==> src/rtl/rxf_pkg.sv <==
package rxf_pkg;
    localparam int WORD_W = 32;
    localparam int IP_W   = 32;
    localparam int PORT_W = 16;
    localparam logic [3:0] OP_RXCFG = 4'd3;
    localparam logic [7:0] ACK_OK   = 8'h50;
    localparam logic [7:0] ACK_FULL = 8'h51;

    typedef struct packed {
        logic [IP_W-1:0]   ip;
        logic [PORT_W-1:0] sport;
        logic [PORT_W-1:0] dport;
    } rxf_key_t;

    typedef enum logic [2:0] {C_IDLE, C_IP, C_PORTS, C_ADDR, C_COMMIT} cfg_state_t;
    typedef enum logic [1:0] {P_IDLE, P_LOOKUP, P_DRAIN} pkt_state_t;
endpackage

==> src/rtl/rxf_table.sv <==
module rxf_table
    import rxf_pkg::*;
#(
    parameter int N      = 4,
    parameter int ADDR_W = 32,
    localparam int IDX_W = (N > 1) ? $clog2(N) : 1
) (
    input  logic              clk,
    input  logic              rst_n,
    input  logic              wr_en,
    input  rxf_key_t          wr_key,
    input  logic [ADDR_W-1:0] wr_addr,
    output logic              full,
    output logic [IDX_W-1:0]  free_idx,
    input  rxf_key_t          lk_key,
    output logic              lk_hit,
    output logic [ADDR_W-1:0] lk_addr,
    output logic [N-1:0]      valid
);
    rxf_key_t          keys  [N];
    logic [ADDR_W-1:0] addrs [N];
    logic [N-1:0]      hits;

    for (genvar g = 0; g < N; g++) begin : g_slot
        always_ff @(posedge clk) begin
            if (!rst_n) begin
                valid[g] <= 1'b0;
                keys[g]  <= '0;
                addrs[g] <= '0;
            end else if (wr_en && free_idx == IDX_W'(g)) begin
                valid[g] <= 1'b1;
                keys[g]  <= wr_key;
                addrs[g] <= wr_addr;
            end
        end
        assign hits[g] = valid[g] && (keys[g] == lk_key);
    end

    always_comb begin
        full     = &valid;
        free_idx = '0;
        for (int i = N - 1; i >= 0; i--) begin
            if (!valid[i]) free_idx = IDX_W'(i);
        end
    end

    always_comb begin
        lk_hit  = |hits;
        lk_addr = '0;
        for (int i = N - 1; i >= 0; i--) begin
            if (hits[i]) lk_addr = addrs[i];
        end
    end
endmodule

==> src/rtl/rxf_cfg_fsm.sv <==
module rxf_cfg_fsm
    import rxf_pkg::*;
#(
    parameter int ADDR_W = 32,
    parameter int IDX_W  = 2
) (
    input  logic              clk,
    input  logic              rst_n,
    input  logic              cfg_valid,
    input  logic [WORD_W-1:0] cfg_word,
    output logic              cfg_ready,
    output logic              ack_valid,
    output logic [WORD_W-1:0] ack_word,
    input  logic              tbl_full,
    input  logic [IDX_W-1:0]  tbl_free_idx,
    output logic              wr_en,
    output rxf_key_t          wr_key,
    output logic [ADDR_W-1:0] wr_addr
);
    cfg_state_t state, nxt;

    always_ff @(posedge clk) begin
        if (!rst_n) state <= C_IDLE;
        else        state <= nxt;
    end

    always_comb begin
        nxt = state;
        unique case (state)
            C_IDLE:   if (cfg_valid && cfg_word[31:28] == OP_RXCFG) nxt = C_IP;
            C_IP:     if (cfg_valid) nxt = C_PORTS;
            C_PORTS:  if (cfg_valid) nxt = C_ADDR;
            C_ADDR:   if (cfg_valid) nxt = C_COMMIT;
            C_COMMIT: nxt = C_IDLE;
            default:  nxt = C_IDLE;
        endcase
    end

    always_ff @(posedge clk) begin
        if (!rst_n) begin
            wr_key    <= '0;
            wr_addr   <= '0;
            ack_valid <= 1'b0;
            ack_word  <= '0;
        end else begin
            if (state == C_IP && cfg_valid)    wr_key.ip <= cfg_word;
            if (state == C_PORTS && cfg_valid) begin
                wr_key.dport <= cfg_word[31:16];
                wr_key.sport <= cfg_word[15:0];
            end
            if (state == C_ADDR && cfg_valid)  wr_addr <= ADDR_W'(cfg_word);
            ack_valid <= (state == C_COMMIT);
            if (state == C_COMMIT) begin
                if (tbl_full) ack_word <= {ACK_FULL, 24'd0};
                else          ack_word <= {ACK_OK, (24-IDX_W)'(0), tbl_free_idx};
            end
        end
    end

    always_comb begin
        cfg_ready = (state != C_COMMIT);
        wr_en     = (state == C_COMMIT) && !tbl_full;
    end
endmodule

==> src/rtl/rxf_pkt_fsm.sv <==
module rxf_pkt_fsm
    import rxf_pkg::*;
#(
    parameter int ADDR_W = 32,
    parameter int LEN_W  = 16
) (
    input  logic              clk,
    input  logic              rst_n,
    input  logic              hdr_valid,
    output logic              hdr_ready,
    input  logic [LEN_W-1:0]  hdr_len,
    input  rxf_key_t          hdr_key,
    input  logic              hdr_err,
    input  logic              item_valid,
    output logic              item_ready,
    output logic              item_drop,
    output rxf_key_t          lk_key,
    input  logic              lk_hit,
    input  logic [ADDR_W-1:0] lk_addr,
    output logic              dec_valid,
    output logic              dec_keep,
    output logic [ADDR_W-1:0] dec_addr
);
    pkt_state_t        state, nxt;
    logic [LEN_W-1:0]  len_q, left_q;
    logic              err_q;
    logic [LEN_W:0]    items_w;

    assign items_w = ({1'b0, len_q} + (LEN_W+1)'(1)) >> 1;

    always_ff @(posedge clk) begin
        if (!rst_n) state <= P_IDLE;
        else        state <= nxt;
    end

    always_comb begin
        nxt = state;
        unique case (state)
            P_IDLE:   if (hdr_valid) nxt = P_LOOKUP;
            P_LOOKUP: nxt = (items_w == '0) ? P_IDLE : P_DRAIN;
            P_DRAIN:  if (item_valid && left_q == LEN_W'(1)) nxt = P_IDLE;
            default:  nxt = P_IDLE;
        endcase
    end

    always_ff @(posedge clk) begin
        if (!rst_n) begin
            lk_key    <= '0;
            len_q     <= '0;
            err_q     <= 1'b0;
            left_q    <= '0;
            dec_valid <= 1'b0;
            dec_keep  <= 1'b0;
            dec_addr  <= '0;
        end else begin
            if (state == P_IDLE && hdr_valid) begin
                lk_key <= hdr_key;
                len_q  <= hdr_len;
                err_q  <= hdr_err;
            end
            dec_valid <= (state == P_LOOKUP);
            if (state == P_LOOKUP) begin
                dec_keep <= lk_hit && !err_q;
                dec_addr <= (lk_hit && !err_q) ? lk_addr : '0;
                left_q   <= items_w[LEN_W-1:0];
            end else if (state == P_DRAIN && item_valid) begin
                left_q <= left_q - LEN_W'(1);
            end
        end
    end

    always_comb begin
        hdr_ready  = (state == P_IDLE);
        item_ready = (state == P_DRAIN);
        item_drop  = (state == P_DRAIN) && item_valid && !dec_keep;
    end

    // a drop flag only accompanies an item that is really consumed
    p_drop_needs_item_r9: assert property (@(posedge clk) disable iff (!rst_n)
        item_drop |-> (item_valid && item_ready));
endmodule

==> src/rtl/rx_filter_table.sv <==
module rx_filter_table
    import rxf_pkg::*;
#(
    parameter int N_ENTRIES = 4,
    parameter int ADDR_W    = 32,
    parameter int LEN_W     = 16,
    localparam int IDX_W    = (N_ENTRIES > 1) ? $clog2(N_ENTRIES) : 1
) (
    input  logic              clk,
    input  logic              rst_n,
    input  logic              cfg_valid,
    input  logic [31:0]       cfg_word,
    output logic              cfg_ready,
    output logic              ack_valid,
    output logic [31:0]       ack_word,
    input  logic              hdr_valid,
    output logic              hdr_ready,
    input  logic [LEN_W-1:0]  hdr_len,
    input  logic [31:0]       hdr_src_ip,
    input  logic [15:0]       hdr_src_port,
    input  logic [15:0]       hdr_dst_port,
    input  logic              hdr_err,
    input  logic              item_valid,
    output logic              item_ready,
    output logic              item_drop,
    output logic              dec_valid,
    output logic              dec_keep,
    output logic [ADDR_W-1:0] dec_addr
);
    rxf_key_t              wr_key, lk_key, hdr_key;
    logic                  wr_en, tbl_full, lk_hit;
    logic [IDX_W-1:0]      free_idx;
    logic [ADDR_W-1:0]     wr_addr, lk_addr;
    logic [N_ENTRIES-1:0]  tbl_valid;

    assign hdr_key = '{ip: hdr_src_ip, sport: hdr_src_port, dport: hdr_dst_port};

    rxf_table #(.N(N_ENTRIES), .ADDR_W(ADDR_W)) u_table (
        .clk(clk), .rst_n(rst_n),
        .wr_en(wr_en), .wr_key(wr_key), .wr_addr(wr_addr),
        .full(tbl_full), .free_idx(free_idx),
        .lk_key(lk_key), .lk_hit(lk_hit), .lk_addr(lk_addr),
        .valid(tbl_valid)
    );

    rxf_cfg_fsm #(.ADDR_W(ADDR_W), .IDX_W(IDX_W)) u_cfg (
        .clk(clk), .rst_n(rst_n),
        .cfg_valid(cfg_valid), .cfg_word(cfg_word), .cfg_ready(cfg_ready),
        .ack_valid(ack_valid), .ack_word(ack_word),
        .tbl_full(tbl_full), .tbl_free_idx(free_idx),
        .wr_en(wr_en), .wr_key(wr_key), .wr_addr(wr_addr)
    );

    rxf_pkt_fsm #(.ADDR_W(ADDR_W), .LEN_W(LEN_W)) u_pkt (
        .clk(clk), .rst_n(rst_n),
        .hdr_valid(hdr_valid), .hdr_ready(hdr_ready), .hdr_len(hdr_len),
        .hdr_key(hdr_key), .hdr_err(hdr_err),
        .item_valid(item_valid), .item_ready(item_ready), .item_drop(item_drop),
        .lk_key(lk_key), .lk_hit(lk_hit), .lk_addr(lk_addr),
        .dec_valid(dec_valid), .dec_keep(dec_keep), .dec_addr(dec_addr)
    );

    // a positive acknowledge names a slot that is now occupied
    p_ack_slot_valid_r3: assert property (@(posedge clk) disable iff (!rst_n)
        (ack_valid && ack_word[31:24] == ACK_OK) |-> tbl_valid[ack_word[IDX_W-1:0]]);

    // a negative acknowledge only when full, and the table did not change
    p_nack_full_r4: assert property (@(posedge clk) disable iff (!rst_n)
        (ack_valid && ack_word[31:24] == ACK_FULL) |-> ((&tbl_valid) && $stable(tbl_valid)));

    // an error-flagged header always ends in a drop decision
    p_err_drop_r7: assert property (@(posedge clk) disable iff (!rst_n)
        (hdr_valid && hdr_ready && hdr_err) |=> ##1 (dec_valid && !dec_keep));

    // no second header is taken right after one is accepted
    p_hdr_busy_r10: assert property (@(posedge clk) disable iff (!rst_n)
        (hdr_valid && hdr_ready) |=> !hdr_ready);
endmodule

==> config.mk <==
export PLATFORM = sky130hd
export DESIGN_NAME = rx_filter_table
export DESIGN_NICKNAME = d
export VERILOG_FILES = /design/src/rtl/rxf_pkg.sv /design/src/rtl/rxf_table.sv /design/src/rtl/rxf_cfg_fsm.sv /design/src/rtl/rxf_pkt_fsm.sv /design/src/rtl/rx_filter_table.sv
export SDC_FILE = /design/constraint.sdc
export NUM_CORES = 1
export LEC_CHECK = 0
export ABC_CLOCK_PERIOD_IN_PS = 25000
export BUFFER_PORTS_ARGS = -buffer_cell sky130_fd_sc_hd__buf_4
export CAP_MARGIN = 20
export CORE_UTILIZATION = 50
export DETAILED_ROUTE_END_ITERATION = 16
export GPL_TIMING_DRIVEN = 0
export PLACE_DENSITY = 0.76
export SKIP_CTS_REPAIR_TIMING = 1
export SLEW_MARGIN = 20
export SYNTH_ARGS = -nofsm -noshare
export SYNTH_HDL_FRONTEND = slang
export SYNTH_HIERARCHICAL = 1
export SYNTH_SLANG_ARGS = --single-unit
==> constraint.sdc <==
create_clock -name clk -period 25 [get_ports clk]
set_input_delay 2.5 -clock clk [delete_from_list [all_inputs] [get_ports clk]]
set_output_delay 2.5 -clock clk [all_outputs]
set_load 0.03 [all_outputs]
Yosys cells after proc, flatten, opt, wreduce, memory -nomap -nowiden

Memories as Yosys holds them, arrays and structs flattened.
Index checks and enable logic that the tools add are counted.

ROM bits: 0
Flip-flop bits (word level): 269
Memories: 2
Word-level logic and storage cells: 127
Latch bits: 0
Memory bits (writable): 384
Input bits: 118

Memories:

| memory        | words | bits a word | rd ports | clocked after memory_dff | write ports | line            | RTL |
|---|---|---|---|---|---|---|---|
| u_table.keys  | 4     | 64          | 4        | 0                        | 4           | rxf_table.sv:20 | `rxf_key_t keys [N];` |
| u_table.addrs | 4     | 32          | 4        | 0                        | 4           | rxf_table.sv:21 | `logic [ADDR_W-1:0] addrs [N];` |

Magnitude comparators: 0
Multiply operators: 0
Bitwise gates (word level): 8
Div/mod/pow operators: 0
Mux-type cells: 42
Add/sub/neg operators: 2
Reduce and logical (&&, ||, !) cells: 30
Equal/unequal tests: 22
Shift operators: 0

Operators with widths:

| operator                                            | count |
|---|---|
| 2-to-1 mux 32 bit                                   | 9 |
| == test 64 bit                                      | 4 |
| 2-to-1 mux 64 bit                                   | 4 |
| 2-to-1 mux 16 bit                                   | 2 |
| 2-to-1 mux 25 bit                                   | 1 |
| logical AND 1 bit                                   | 18 |
| adder 16 x 1 -> 17 bit (second input constant)      | 1 |
| zero test 17 bit                                    | 1 |
| == test 16 x 1 -> 1 bit (second input constant)     | 1 |
| subtractor 16 x 1 -> 16 bit (second input constant) | 1 |
| 2-to-1 mux 2 bit                                    | 7 |
| 2-to-1 mux 1 bit                                    | 13 |
| 2-to-1 mux 3 bit                                    | 4 |
| case mux 3 bit (4 select lines)                     | 1 |
| != test 2 bit (second input constant)               | 4 |
| bitwise OR 1 bit                                    | 8 |
| AND reduction 4 bit                                 | 2 |
| == test 2 bit (second input constant)               | 3 |
| == test 3 x 2 -> 1 bit (second input constant)      | 2 |
| case mux 2 bit (3 select lines)                     | 1 |
| == test 2 x 1 -> 1 bit (second input constant)      | 2 |
| == test 4 x 2 -> 1 bit (second input constant)      | 1 |
| zero test 2 bit                                     | 2 |
| != test 2 x 1 -> 1 bit (second input constant)      | 2 |
| other kinds (8)                                     | 10 |

Longest topological paths before layout

Gate-level depths: netlist (run 1).

Word-level depth: 10
Mapped depth: 14
Mapped depth without buffers: 10

Cells and area by module

The synthesis (run 1) kept the hierarchy.

By module, submodules not included:

| module      | area an instance (um^2) | cells an instance | seq. area each (um^2) | times used |
|---|---|---|---|---|
| rxf_table   | 18,084.8                | 1,384             | 11,611.1              | 1 |
| rxf_pkt_fsm | 5,677.9                 | 660               | 2,662.6               | 1 |
| rxf_cfg_fsm | 4,111.4                 | 413               | 2,082.0               | 1 |

Worst setup path after synthesis (run 1)

Ideal clock, no wire load.

Kind: reg2reg
From: register u_cfg.state[0]
To: memory u_table.addrs[2][0] (enable)
Data required time: 24,308 ps
Buffers on the path: 1
Data arrival time: 8,335 ps
Setup time: 692 ps
Setup slack: 15,973 ps
Cell stages (with the launch flop): 7
Period minus slack after synthesis: 9,027 ps
Cells stage by stage: dfxtp_1 -> buf_4 -> nor3b_2 -> inv_2 -> nor2_1 -> inv_1 -> o31ai_1

RTL lines:

| what                   | line              | RTL |
|---|---|---|
| start, declared        | rxf_cfg_fsm.sv:20 | `cfg_state_t state, nxt;` |
| start signal, assigned | rxf_cfg_fsm.sv:24 | `else state <= nxt;` |
| end, declared          | rxf_table.sv:21   |  |

Worst setup path in the final report (run 1)

From: input port item_valid
To: output port item_drop

Word-level cells in the longest chain between the ends: 2

RTL lines:

| what                            | line                  | RTL |
|---|---|---|
| start, declared                 | rx_filter_table.sv:23 | `input logic item_valid,` |
| logical AND 1 bit (2 in series) | rxf_pkt_fsm.sv:75     | `item_drop = (state == P_DRAIN) && item_valid && !dec_keep;` |
| end, declared                   | rx_filter_table.sv:25 | `output logic item_drop,` |

No other way between the ends.

==> out/qor.yml, run 1 <==
tightest_slew_ns: 1.13
p_clk_share_pct: 41.8
fillers: 4529
p_switching_mw: 0.566
ys_ff_latch: 625
final_nets: 2865
cts_buffers: 67
cap_violations: 0
globalRoute.totalOverflow: 0
io_buffers: 160
total_power_mw: 2.33
synthTopCellsByArea: "edfxtp_1, dfxtp_1, and2_1"
fin_area_sq_um: 32800
grt_pass1_wl_microns: 128000
synth_cells: 2457
drtPass1Iterations: 7
period_share_pct: 22.0
ys.flop_type: "edfxtp_1"
yosysMostFrequentCell: "and2_1"
synth_edf_count: 384
p_leak_nw: 12.4
cts_sinks: 625
layout_setup_ws_ns: 19.49
power_density_nw_per_um2: 70.9
ir_worst_vdd_v: 0.0000536
io-pin-count: 189
start_kind: "primary input"
dpl-instance-area_sq_um: 30700
drt_iter0_drc: 2579
synth_commonest_cells: "and2_1, edfxtp_1, nand2_1, dfxtp_1, xnor2_1"
area_growth_pct: 17.7
path_clk_slew_ns: 0.06
skew_ns: 0.0235
synth_top_area_share_pct: 41.4
via_per_inst: 5.73
cellInternalPower_mw: 1.76
cts_max_level: 3
critPathSlowestCell: "buf_4"
grt.total_usage_pct: 31.3
rsz0062_at_grt: "false"
yosysSeqAreaShare_pct: 58.7
hpwl_microns: 66800
antenna_found_initial: 2
drv_slew: 0
switching_share_pct: 24.3
grt_pass1_vias: 19600
netlist_area_sq_um: 27900
clk-insertion-delay-late_ns: 0.61
drive_above_1_share_pct: 13.5
hold_ws_ns: 0.465
hold_viol_final: 0
coreArea_sq_um: 55100
die_w_microns: 238
drcViolationCount: 0
comb_power_share_pct: 8.1
p_seq_share_pct: 50.1
yosysUniqueCellTypes: 75
grt_max_degree: 19
setup_viol: 0
async_flop_share_pct: 0
ant_nets: 0
start_util_pct: 50.6
num_rows: 86
dieArea_sq_um: 56700
min_period_ns: 5.51
cp_slowest_stage_delay_ns: 0.17
cp_num_buf_inv: 2
crit_path_max_fanout: 4
max_freq_mhz: 182
die_y_microns: 238
wl_per_cell_microns: 25.1
worstSetupEndpointType: "primary output"
cp.required_ns: 22.50
cp_top_family: "buffers and inverters"
routed_wirelength_microns: 89100
hold_class: "flip-flop to flip-flop"
clock-root-buffer: "clkbuf_16"
fin_tns_setup_ns: 0
vias: 20300
cts_tree: "done"
path_cells: "buf_4 -> nand2_1 -> nor2_1 -> buf_4"
post-place-ws_ns: 19.27
relSlewSlack_pct: 24.0
crit_type: "primary input to primary output"
gp_congestion: 0.969
status: "finished clean"
arrival_ns: 3.01
post-synth-top-area-cell: "edfxtp_1"
synth.avg_cell_area_sq_um: 11.3
cts_max_path_buffers: 3
yosysWarnings: 6
cp_common_cell: "buf_4"
==> layer usage <==
metal | vias up | wire length (microns) | track usage, %
li1 | 9040 | - | -
met1 | 10000 | 36900 | 43.3
met2 | 1068 | 40900 | 49.7
met3 | 182 | 8250 | 5.48
met4 | 2 | 2990 | 10.6
met5 | - | 13 | 0
==> worst reg2reg max path, cell delays in order, from the launching register on <==
cell and delay (ns):
dfxtp_1 0.42, xnor2_1 0.61, nand4_1 0.28, nor4_1 0.93
nand4_1 0.21, nor3_2 0.70, clkbuf_1 0.53, nor2_1 0.08
nand2_1 0.08, nor3b_2 0.57, buf_2 0.40, a22oi_1 0.12
nor2b_1 0.15
==> final cells by class <==
cell class / count / area (sq um) / share of cell area [%]
inverter: 45 / 169 / 0.515
clock buffer: 96 / 1920 / 5.86
timing repair buffer: 192 / 1700 / 5.19
sequential: 625 / 16400 / 49.8
buffer: 178 / 887 / 2.70
multi-input combinational: 1635 / 10600 / 32.4
clock inverter: 27 / 213 / 0.648
antenna: 1 / 2.50 / 0.00763
tap: 748 / 936 / 2.85
==> worst paths after layout <==
| kind | from | endpoint | slack (ns) | depth (start not counted) |
|---|---|---|---|---|
| worst max-delay path | item_valid | item_drop | 19.49 | 4 |
| worst min-delay path | u_cfg/ack_word[0] | u_cfg/ack_word[0] | 0.47 | 2 |
| worst max register to register | u_pkt/lk_key[34] | u_pkt/dec_addr[8] | 19.86 | 12 |
| worst min register to register | u_cfg/ack_word[0] | u_cfg/ack_word[0] | 0.47 | 2 |
==> layout by cell type (no fill, tap or decap), drive strengths merged, types with 84 or more instances in the layout <==
cell	synthesis	layout
clkbuf	116	212
dfxtp	241	241
buf	62	254
xnor2	137	137
mux2i	102	102
nand2	355	355
and2	387	387
edfxtp	384	384
xor2	100	100
a21boi	84	84
==> sequential cells by signal (all words and copies together), names as in the netlist <==
register         cells
u_table/keys       256
u_table/addrs      128
u_cfg/wr_key        64
u_pkt/lk_key        64
u_cfg/wr_addr       32
u_pkt/dec_addr      32
u_pkt/left_q        16
u_pkt/len_q         16
u_cfg/ack_word       4
u_table/valid        4
u_cfg/state          3
u_pkt/state          2
u_cfg/ack_valid      1
u_pkt/dec_keep       1
u_pkt/dec_valid      1
u_pkt/err_q          1
==> stage by stage <==
stage | utilization, % | cells
CTS | 59.6 | 3546
global placement | 54.7 | 3391
global route | 59.6 | 3546
finish | 59.6 | 3547
floorplan | - | 2483
detailed placement | 55.7 | 3423
==> power by group through the flow <==
stage / sequential [mW] / clock, mW / combinational, mW
finish: 1.17 / 0.973 / 0.188
floorplan: 1.18 / 0 / 0.107
CTS: 1.17 / 0.983 / 0.184
global placement: 1.20 / 0 / 0.170
global route: 1.17 / 1.02 / 0.199
detailed placement: 1.19 / 0 / 0.183
==> cell families after synthesis <==
group	share of synthesized area, %
other	0.0135
flip-flops	58.7
adder cells (fa/ha/maj)	0.135
XOR/XNOR	7.45
AO/OA/AOI/OAI	7.11
AND/OR/NAND/NOR	19.2
multiplexers	3.66
buffers and inverters	3.79
No activity file was read; power rests on OpenSTA's default activity.
==> inputs of run 2 (changes only) <==
Settings changed: ABC_CLOCK_PERIOD_IN_PS 25000 to 4700, PLACE_DENSITY 0.76 to 0.79.
Clock period 25 ns to 4.7 ns, I/O delays scaled along.
==> run 2 against run 1 <==
Compared with the run above: the flow now finishes with violations (DRC); largest power group unchanged; sequential power rose to 5.3 times the previous value; register-to-register slack worse by 20 ns; flip-flop and latch count is the same; critical path type is now flip-flop to flip-flop; sequential share of layout area barely moved; combinational power grew to 5.3 times the previous value; via count increased by 0.67%; critical path depth up 9; count of clock-buffer cells in the layout is 2 higher; highest routed layer unchanged.
==> out/qor.yml, run 2 (same netlist as run 1, synthesis figures left out) <==
post-place-ws_ns: 0.00356  # -19.27 ns
largest_registers: "u_table/keys (256), u_table/addrs (128)"
status: "finished, violations left"
final_cell_mix: "and2_1, edfxtp_1, nand2_1, dfxtp_1, buf_4"
drtPass1Iterations: 11  # +4
cts_max_level: 3  # unchanged
dr_wl_met3_microns: 9170  # +11%
wl_per_cell_microns: 24.7  # -1.6%
hold_viol_final: 0  # unchanged
grt_pass1_vias: 19700  # +0.57%
drv_slew: 0  # unchanged
hp-start: "hdr_valid"
max_freq_mhz: 226
drt_iter0_drc: 2648  # +2.7%
hpwl_microns: 65600  # -1.7%
num_rows: 86  # unchanged
drcViolationCount: 2  # +2
grt_pass1_wl_microns: 126000  # -1.4%
gp_congestion: 1.02  # +5.1%
worstSetupEndpointType: "flip-flop"
wl_met1_microns: 33900  # -8.0%
start_util_pct: 50.6  # unchanged
die_w_microns: 238  # unchanged
power_density_nw_per_um2: 377  # +430%
multi_input_area_sq_um: 10600  # about the same
fillers: 4446  # -1.8%
utilization_pct: 59.6  # about the same
largest_reg_flops: 256  # unchanged
crit_type: "flip-flop to flip-flop"
die_y_microns: 238  # unchanged
r2r_start: "u_pkt/lk_key[12]"
grt.total_usage_pct: 30.6  # -0.62 points
io_buffers: 160  # unchanged
setup_viol: 0  # unchanged
hold_class: "primary input to flip-flop"
via_per_inst: 5.78  # +0.78%
cts_sinks: 625  # unchanged
io-pin-count: 189  # unchanged
wl_met2_microns: 40600  # -0.82%
min_period_ns: 4.42
skew_ns: 0.0409  # +0.0175 ns
clk-insertion-delay-late_ns: 0.63  # +0.02 ns
regMostFlops: "u_table/keys"
cp.required_ns: 5.24  # -17.26 ns
dpl-instance-area_sq_um: 30700  # about the same
vias: 20500  # +0.67%
ir_worst_vdd_v: 0.000277  # +420%
path_clk_slew_ns: 0.06  # about the same
globalRoute.totalOverflow: 0  # unchanged
tightest_slew_ns: 1.22  # +0.0898 ns
cts_buffers: 66  # -1.5%
top_layer_used: "met5"
start_kind: "flip-flop"
dieArea_sq_um: 56700  # unchanged
startpoint: "u_pkt/lk_key[12]"
layout_setup_ws_ns: 0.279  # -19.21 ns
antenna_found_initial: 3  # +1
ff_latch_area_sq_um: 16400  # unchanged
arrival_ns: 4.96  # +1.95 ns
coreArea_sq_um: 55100  # unchanged
routed_wirelength_microns: 87500  # -1.7%
cap_violations: 0  # unchanged
area_growth_pct: 17.7  # about the same
cts_max_path_buffers: 3  # unchanged
drive_above_1_share_pct: 13.6  # +0.060 points
final_common_cell: "and2_1"
fin_area_sq_um: 32800  # about the same
p_leak_nw: 12.4  # about the same
final_nets: 2863  # -0.070%
violations: "DRC"
ant_nets: 0  # unchanged
relSlewSlack_pct: 18.0  # -6.0 points
crit_path_max_fanout: 10  # +6
grt_max_degree: 21  # +2
period_share_pct: 94.1
clock-root-buffer: "clkbuf_16"
cts_tree: "done"
rsz0062_at_grt: "false"
-- run 2: cell count changes in the layout (fill, tap and decap cells not counted), sizes merged --
cell    delta
clkinv     -5
diode      +1
bufinv     +1
inv        -2
clkbuf     +2
buf        -1
-- run 2: power breakdown --
group | switching (mW) | internal (mW)
Combinational | 0.608 | 0.382
Sequential | 0.201 | 6.00
Clock | 2.17 | 3.00
Total | 2.98 | 9.38
-- run 2: worst paths after layout --
kind                            slack, ns  depth (start not counted)                  to
worst max-delay path                 0.28                         13  u_pkt/dec_addr[23]
worst min-delay path                 0.12                          2      u_pkt/state[0]
worst max register to register       0.28                         13  u_pkt/dec_addr[23]
worst min register to register       0.47                          2    u_pkt/lk_key[20]
-- run 2: metal layers --
metal | up-vias | track usage [%]
met1 | 10100 | 40.9
met2 | 1137 | 48.5
met5 | - | 0
li1 | 9031 | -
met3 | 180 | 5.84
met4 | 2 | 13.8
-- run 2: critical path, stage by stage (launching register included) --
cell	delay, ns
dfxtp_1	0.34
clkbuf_1	0.59
xnor2_1	0.30
nand4_1	0.23
nor4_1	0.49
nand3_1	0.29
nor2_2	0.44
clkbuf_1	0.50
nor2_1	0.11
nand2_1	0.08
nor3b_2	0.41
buf_2	0.33
a22oi_1	0.10
nor2b_1	0.13
-- run 2: layout make-up --
| type | count | share of cell area, % |
|---|---|---|
| antenna | 2 | 0.0153 |
| buffer | 178 | 2.70 |
| clock buffer | 98 | 5.83 |
| clock inverter | 21 | 0.694 |
| inverter | 45 | 0.515 |
| multi-input combinational | 1635 | 32.4 |
| sequential | 625 | 49.8 |
| tap | 748 | 2.85 |
| timing repair buffer | 191 | 5.14 |
-- run 2: stage by stage --
stage	TNS (ns)	hold slack, ns	std cells	total power, mW
finish	0	0.116	3543	12.4
global route	0	0.122	3541	12.7
detailed placement	0	0.456	3422	7.28
global placement	-1401.65	0.455	3391	7.23
floorplan	-387.15	0.442	2483	6.82
CTS	-0.00489	0.0975	3541	12.4
